$ cat config.mk
export PLATFORM = sky130hd
export DESIGN_NAME = lmb_ctrl_reg
export DESIGN_NICKNAME = d
export VERILOG_FILES = /design/src/rtl/lmb_ctrl_pkg.sv /design/src/rtl/lmb_field_dec.sv /design/src/rtl/lmb_lock_reg.sv /design/src/rtl/lmb_alert_sts.sv /design/src/rtl/lmb_ctrl_reg.sv
export SDC_FILE = /design/constraint.sdc
export NUM_CORES = 1
export LEC_CHECK = 0
export ABC_AREA = 1
export BUFFER_PORTS_ARGS = -buffer_cell sky130_fd_sc_hd__buf_2
export CORE_MARGIN = 3
export CORE_UTILIZATION = 46
export CTS_CLUSTER_DIAMETER = 200
export DETAILED_ROUTE_END_ITERATION = 12
export PLACE_DENSITY = 0.85
export SYNTH_ARGS = -nofsm -noshare
export SYNTH_HDL_FRONTEND = slang
export SYNTH_SLANG_ARGS = --single-unit
$ cat constraint.sdc
create_clock -name clk_i -period 3.65 [get_ports clk_i]
set_input_delay 1.095 -clock clk_i [delete_from_list [all_inputs] [get_ports clk_i]]
set_output_delay 1.095 -clock clk_i [all_outputs]
set_load 0.005 [all_outputs]
$ cat src/rtl/lmb_ctrl_pkg.sv
package lmb_ctrl_pkg;
  localparam int unsigned FIELD_W    = 4;
  localparam int unsigned NUM_FIELDS = 4;
  localparam int unsigned CTRL_W     = FIELD_W * NUM_FIELDS;
  localparam int unsigned STS_W      = 13;
  localparam int unsigned STS_BUS_CMP = 12;

  localparam logic [FIELD_W-1:0] MUBI_TRUE  = 4'b0110;
  localparam logic [FIELD_W-1:0] MUBI_FALSE = 4'b1001;

  localparam int unsigned ADDR_LOCK = 0;
  localparam int unsigned ADDR_CTRL = 1;
  localparam int unsigned ADDR_STS  = 2;

  typedef enum logic [1:0] {
    FLD_ENABLE = 2'd0,
    FLD_BOOT   = 2'd1,
    FLD_AUTO   = 2'd2,
    FLD_FIFO   = 2'd3
  } field_e;
endpackage

$ cat src/rtl/lmb_field_dec.sv
module lmb_field_dec
  import lmb_ctrl_pkg::*;
(
  input  logic [FIELD_W-1:0] code_i,
  output logic               true_o,
  output logic               illegal_o
);
  logic is_true, is_false;
  assign is_true   = (code_i == MUBI_TRUE);
  assign is_false  = (code_i == MUBI_FALSE);
  // illegal codes resolve to false
  assign true_o    = is_true;
  assign illegal_o = !(is_true || is_false);
endmodule

$ cat src/rtl/lmb_lock_reg.sv
module lmb_lock_reg (
  input  logic clk_i,
  input  logic rst_ni,
  input  logic clr_i,
  output logic lock_o
);
  always_ff @(posedge clk_i or negedge rst_ni) begin
    if (!rst_ni)    lock_o <= 1'b1;
    else if (clr_i) lock_o <= 1'b0;
  end
endmodule

$ cat src/rtl/lmb_alert_sts.sv
module lmb_alert_sts #(
  parameter int unsigned W = 13
) (
  input  logic         clk_i,
  input  logic         rst_ni,
  input  logic [W-1:0] set_i,
  input  logic         wr_i,
  input  logic [W-1:0] wdata_i,
  output logic [W-1:0] sts_o
);
  for (genvar b = 0; b < W; b++) begin : g_bit
    always_ff @(posedge clk_i or negedge rst_ni) begin
      if (!rst_ni)                 sts_o[b] <= 1'b0;
      else if (set_i[b])           sts_o[b] <= 1'b1;  // set wins over clear
      else if (wr_i && !wdata_i[b]) sts_o[b] <= 1'b0;
    end
  end
endmodule

$ cat src/rtl/lmb_ctrl_reg.sv
module lmb_ctrl_reg
  import lmb_ctrl_pkg::*;
#(
  parameter int unsigned DATA_W = 32,
  parameter int unsigned ADDR_W = 4
) (
  input  logic              clk_i,
  input  logic              rst_ni,
  input  logic [ADDR_W-1:0] addr_i,
  input  logic [DATA_W-1:0] wdata_i,
  input  logic              we_i,
  output logic [DATA_W-1:0] rdata_o,
  input  logic              bus_cmp_i,
  output logic              enable_o,
  output logic              boot_req_o,
  output logic              auto_req_o,
  output logic              fifo_rst_o,
  output logic              recov_alert_o,
  output logic [STS_W-1:0]  alert_sts_o
);
  localparam logic [CTRL_W-1:0] CTRL_RST = {NUM_FIELDS{MUBI_FALSE}};

  logic sel_lock, sel_ctrl, sel_sts;
  assign sel_lock = (addr_i == ADDR_W'(ADDR_LOCK));
  assign sel_ctrl = (addr_i == ADDR_W'(ADDR_CTRL));
  assign sel_sts  = (addr_i == ADDR_W'(ADDR_STS));

  logic lock_q;
  lmb_lock_reg u_lock (
    .clk_i  (clk_i),
    .rst_ni (rst_ni),
    .clr_i  (we_i && sel_lock && !wdata_i[0]),
    .lock_o (lock_q)
  );

  logic [CTRL_W-1:0] ctrl_q;
  always_ff @(posedge clk_i or negedge rst_ni) begin
    if (!rst_ni)                         ctrl_q <= CTRL_RST;
    else if (we_i && sel_ctrl && lock_q) ctrl_q <= wdata_i[CTRL_W-1:0];
  end

  logic [NUM_FIELDS-1:0] fld_true, fld_bad;
  for (genvar f = 0; f < NUM_FIELDS; f++) begin : g_fld
    lmb_field_dec u_dec (
      .code_i    (ctrl_q[f*FIELD_W +: FIELD_W]),
      .true_o    (fld_true[f]),
      .illegal_o (fld_bad[f])
    );
  end

  assign enable_o   = fld_true[FLD_ENABLE];
  assign boot_req_o = fld_true[FLD_BOOT];
  assign auto_req_o = fld_true[FLD_AUTO];
  assign fifo_rst_o = fld_true[FLD_FIFO];

  logic [STS_W-1:0] sts_set, sts_q;
  always_comb begin
    sts_set = '0;
    sts_set[NUM_FIELDS-1:0] = fld_bad;
    sts_set[STS_BUS_CMP]    = bus_cmp_i;
  end

  lmb_alert_sts #(.W(STS_W)) u_sts (
    .clk_i   (clk_i),
    .rst_ni  (rst_ni),
    .set_i   (sts_set),
    .wr_i    (we_i && sel_sts),
    .wdata_i (wdata_i[STS_W-1:0]),
    .sts_o   (sts_q)
  );

  assign alert_sts_o   = sts_q;
  assign recov_alert_o = |sts_q;

  always_comb begin
    rdata_o = '0;
    if (sel_lock)      rdata_o = DATA_W'(lock_q);
    else if (sel_ctrl) rdata_o = DATA_W'(ctrl_q);
    else if (sel_sts)  rdata_o = DATA_W'(sts_q);
  end
endmodule

Word-level counts from Yosys, hierarchy flattened
Cells that the tools add are included.
{ "totals": {"reg_bits": 22, "inputBits": 40, "out_inout_bits": 50} }
{ "op_classes": {"reduce_logical": 22, "n_mux": 13, "n_eq_ne": 14} }
{ "op_table": {"columns": ["operator", "n"], "rows": [
  ["two-way mux 16 bit", 2],
  ["== test 4 x 3 -> 1 bit (second input constant)", 4],
  ["== test 4 bit (second input constant)", 4],
  ["two-way mux 13 bit", 1],
  ["logical AND 1 bit", 10],
  ["two-way mux 1 bit", 10],
  ["!= test 2 x 1 -> 1 bit (second input constant)", 4],
  ["zero test 1 bit", 5],
  ["OR reduction 5 bit", 1],
  ["== test 4 x 1 -> 1 bit (second input constant)", 1],
  ["== test 4 x 2 -> 1 bit (second input constant)", 1],
  ["zero test 4 bit", 1],
  ["logical OR 1 bit", 4],
  ["nonzero test 2 bit", 1]
]} }

Logic depth before layout (Yosys ltp)
{ "depth": {"word_depth": 5, "depth_mapped": 7, "ltp_nobuf": 6} }

Cells and area by module
Synthesis repeated with hierarchy kept, for this count alone.
{ "hier_totals": {"hier_cells": 286, "hier_area_um2": 1915.6} }
{ "by_module_without_submodules": {"columns": ["module", "cells_each", "area_per_inst_um2", "instances"], "rows": [
  ["lmb_ctrl_reg", 160, 1133.6, 1],
  ["lmb_alert_sts", 79, 580.6, 1],
  ["lmb_field_dec", 11, 41.3, 4],
  ["lmb_lock_reg", 3, 36.3, 1]
]} }

Worst setup path before layout
Ideal clock, no wire load.
{ "synth_path": {"path_type": "in2out", "startpoint": "in addr_i[0]", "endpoint": "out rdata_o[1]", "arrival_time_ns": 1.650, "path_stages": 7, "setup_slack_ns": 0.905, "path_cell_list": "inv_1 -> nor2_4 -> nand2_2 -> inv_2 -> buf_6 -> nand2_1 -> nand2_1"} }
{ "synth_between": {"elab_chain_cells": 4, "word_cells_on_any_way": 6, "cone_classes": "eq/ne: 2; mux: 3; reduce/logical: 1"} }
{ "synth_lines": {"columns": ["item", "line", "rtl"], "rows": [
  ["start: declaration", "lmb_ctrl_reg.sv:9", "input logic [ADDR_W-1:0] addr_i,"],
  ["== test 4 x 2 -> 1 bit", "lmb_ctrl_reg.sv:26", "assign sel_sts = (addr_i == ADDR_W'(ADDR_STS));"],
  ["two-way mux 13 bit", "lmb_ctrl_reg.sv:79", "else if (sel_sts) rdata_o = DATA_W'(sts_q);"],
  ["two-way mux 16 bit", "lmb_ctrl_reg.sv:78", "else if (sel_ctrl) rdata_o = DATA_W'(ctrl_q);"],
  ["two-way mux 16 bit *", "lmb_ctrl_reg.sv:77", "if (sel_lock) rdata_o = DATA_W'(lock_q);"],
  ["end: declaration", "lmb_ctrl_reg.sv:12", "output logic [DATA_W-1:0] rdata_o,"]
]} }
Every way passes the cells marked *; elsewhere a longest branch is shown, timed or not.

Worst setup path in the final report
{ "layout_path": {"startpoint": "in addr_i[1]", "endpoint": "out rdata_o[12]"} }
The elaborated chain is that of the path after synthesis.

==> reports/metrics.sh <==
FINAL_LAYOUT_SIZE_SUFFIX_GT1_SHARE_PCT=31.1
WIRE_LENGTH_OF_THE_FIRST_GLOBAL_ROUTING_PASS_UM=5110
TIMING.FINAL.HOLD_VIOLATIONS=0
ARRIVAL_NS=2.16
SYNTH_CELL_TYPE_COUNT=20
POSTSYNTHREGISTERBITS=22
POWER.IR.VDD_WORST_uV=167
TIMING.CRITICAL_PATH.FANOUT_MAX=4
DESIGN.FINAL.NETS=282
SYNTH_WARNINGS=0
R2R-START='u_lock.lock_o'
ANTENNA_VIOLATIONS_BEFORE_REPAIR=0
NUMCTSBUFFERS=3
FIN_SKEW_NS=0.00101
FLOORPLAN.INITIALDENSITY_PCT=50.2
TIMING.SLEW.HEADROOM_PCT=56.6
POSTCTSSETUPREPAIRBUFS=0
FLOORPLAN.ROWS=19
CTS_HOLD_BUFS=0
CTSHTREEMAXLEVEL=1
SYNTH_LARGEST_TYPE_AREA_FRACTION_PCT=22.7
POWER.INTERNAL_W=0.000319
PERIOD_NEEDED_NS=3.25
CTS-ROOT-BUF='clkbuf_4'
DESIGN.CORE.AREA_UM2=2850
MAXCAPVIOLATIONS=0
TIGHTESTPINTRANSITION_NS=0.647
WHS_ENDPOINT='ctrl_q[7]'
ENDPOINT_KIND='primary output'
DRT_PRE_ANTENNA_ITERS=4
COMBINATIONALPOWERSHARE_PCT=9.9
NETLIST_TOP_CELLS_AREA='dfrtp_1, dfstp_2, nand2_1, buf_4, nand3_1'
FILLERS=290
SYNTH.YOSYS.SEQ_AREA_SHARE_PCT=39.2
TIMING.SETUP.CRITICAL_PATH_CLASS='in -> out'
WORSTHOLDPATHTYPE='reg -> reg'
DETAILROUTE.VIA_COUNT=1311
SWITCHING_SHARE_PCT=25.3
PLACED_AREA_UM2=1580
MAX_FREQ_MHz=308
DIE_H_UM=61.8
AREA_DELTA_SYNTH_FINAL_PCT=12.5
CELLPOWERDENSITY_nW_PER_UM2=265
CRITICAL_PATH_START_TYPE='input pin'
TOTAL_INSERTED_ANTENNA_CELLS=0
ANTENNA_VIOLATING_NETS_POST_ROUTE=0
DIE_WIDTH_UM=61.8
GRT_OVERFLOW_TOTAL=0
STATUS='finished clean'
WORST_SKEW_PAIR.LATE_LATENCY_NS=0.32
CLOCK_POWER_SHARE_PCT=32.8
WL_PER_CELL_UM=11.7
GP_ROUTABILITY_CONGESTION=0.864
TIMING.SETUP.TNS_NS=0
GRT_MAX_DEGREE=23
CTS_RESIZED=0
TOP_LEVEL_PORTS=90
CTS.CLK_SLEW.WORST_PATHS_NS=0.13
POWER_FRAC_SEQ_PCT=57.3
TOTALWIRELENGTH_UM=3190
FINALINSTANCEAREA_UM2=1610
POWER_SWITCHING_W=0.000108
ROUTED_VIA_DENSITY=4.82
WORST-R2R-CELL-COUNT=5
SYNTH_AREA_LEADER_CELL='dfrtp_1'
CTS_TREE='built'
LAYOUTNONFILLERINSTCOUNT=272
SYN-INSTANCE-COUNT=194
PLACE.PORT_BUFFERS=49
DRT_DRC_VIOLATIONS_LEFT=0
TIMING_MAX_TRANSITION_VIOLATIONS_FINAL=0
CRITICAL_PATH_REQUIRED_NS=2.55
UNREPAIRED_SETUP_ENDPOINTS_AFTER_GLOBAL_ROUTING='false'
CTS_BUFFER_DEPTH=2
REG2REG_END='ctrl_q[2]'
DIEAREA_UM2=3820
LAYOUT_WORST_PATH_CYCLE_SHARE_PCT=89.1
NUMBER_OF_CELLS_ON_THE_WORST_HOLD_PATH=2
MIN_FROM='ctrl_q[7]'
AVGSYNTHCELLAREA_UM2=7.38
HPWLAFTERDP_UM=2450
DPL.CELL_COUNT=268
REG2REG_SLACK_NS=2.04
CLKSINKCOUNT=22
GLOBALROUTETOTALUTIL_PCT=18.0
POST_SYNTH_INSTANCE_AREA_UM2=1430
FIRST_GLOBAL_VIAS=1203
POWER.STATIC_LEAKAGE_nW=0.915
SETUP_VIOLATIONS=0
DETAILEDROUTE.FIRSTITERATIONVIOLATIONS=39
-- registers in the layout (all words and copies together), names as in the netlist --
name,count
u_sts.sts_o,5
ctrl_q,16
u_lock.lock_o,1
-- worst max-delay path, stage by stage --
cell     delay [ns]
buf_2          0.11
inv_1          0.07
nor3_1         0.54
nand2_1        0.12
nand2_1        0.10
buf_2          0.11
-- cells by family (layout without fill, tap and decap cells) --
family	Yosys count	in the layout	synth area share (%)
AND/OR/NAND/NOR	106	106	32.8
buffers and inverters	57	81	23.5
flip-flops	22	22	39.2
AO/OA/AOI/OAI	8	8	4.28
other	1	24	0.262
-- power groups by stage --
stage          Clock, W  Combinational [W]  Sequential, W
6_report       0.000140          0.0000423       0.000245
5_1_grt        0.000154          0.0000495       0.000245
4_1_cts        0.000141          0.0000420       0.000245
3_5_place_dp          0          0.0000420       0.000249
3_3_place_gp          0          0.0000413       0.000249
2_1_floorplan         0          0.0000385       0.000249
-- cell usage after synthesis --
cell / instances
nor2_2: 1
nor2_4: 1
buf_2: 2
inv_2: 2
buf_6: 4
conb_1: 1
nand3_2: 1
o21ai_0: 2
o21ai_2: 5
nor2_1: 16
inv_1: 25
nor3_1: 2
nand4_1: 9
nand3_1: 20
nand2_1: 54
o21a_1: 1
buf_4: 24
dfrtp_1: 13
dfstp_2: 9
nand2_2: 2
-- layer usage --
| layer | GRT usage [%] | part of all wire, % |
|---|---|---|
| met5 | 0 | 0 |
| met3 | 2.89 | 5.9 |
| met4 | 6.97 | 1.3 |
| met2 | 32.3 | 51 |
| met1 | 21.4 | 42 |
-- final cells by class --
class | instances | area [µm²] | share of cell area (%)
multi-input combinational | 138 | 621 | 38.5
timing repair buffer | 50 | 253 | 15.7
sequential | 22 | 562 | 34.9
clock buffer | 4 | 36.3 | 2.25
tap | 31 | 38.8 | 2.41
inverter | 27 | 101 | 6.29
-- worst max path at each step --
stage,startpoint,endpoint,slack [ns],cells past startpoint
5_1_grt,addr_i[0],rdata_o[12],0.31,8
2_1_floorplan,addr_i[0],rdata_o[1],0.90,7
3_3_place_gp,addr_i[0],rdata_o[12],0.44,8
4_1_cts,addr_i[0],rdata_o[12],0.43,8
6_report,addr_i[1],rdata_o[12],0.40,6
3_5_place_dp,addr_i[0],rdata_o[12],0.43,8
-- stage by stage --
stage / power [W] / setup slack, ns / util [%] / hold WS [ns]
final: 0.000427 / 0.398 / 56.5 / 0.480
after detailed placement: 0.000291 / 0.428 / 55.2 / 0.462
after floorplan: 0.000287 / 0.905 / - / 0.446
after global placement: 0.000290 / 0.441 / 55.2 / 0.454
after global routing: 0.000448 / 0.305 / 56.5 / 0.492
after CTS: 0.000427 / 0.428 / 56.5 / 0.482
-- layout by cell type (no fill, tap or decap), types with 2 or more instances in the layout --
cell type	n
nand2_1	54
clkbuf_4	3
inv_1	25
nand4_1	9
nor3_1	2
o21ai_0	2
nand3_1	20
o21ai_2	5
conb_1	24
dfrtp_1	13
buf_2	49
nor2_1	16
inv_2	2
dfstp_2	9
nand2_2	2
Note: power is estimated with default switching activity, not from simulation.
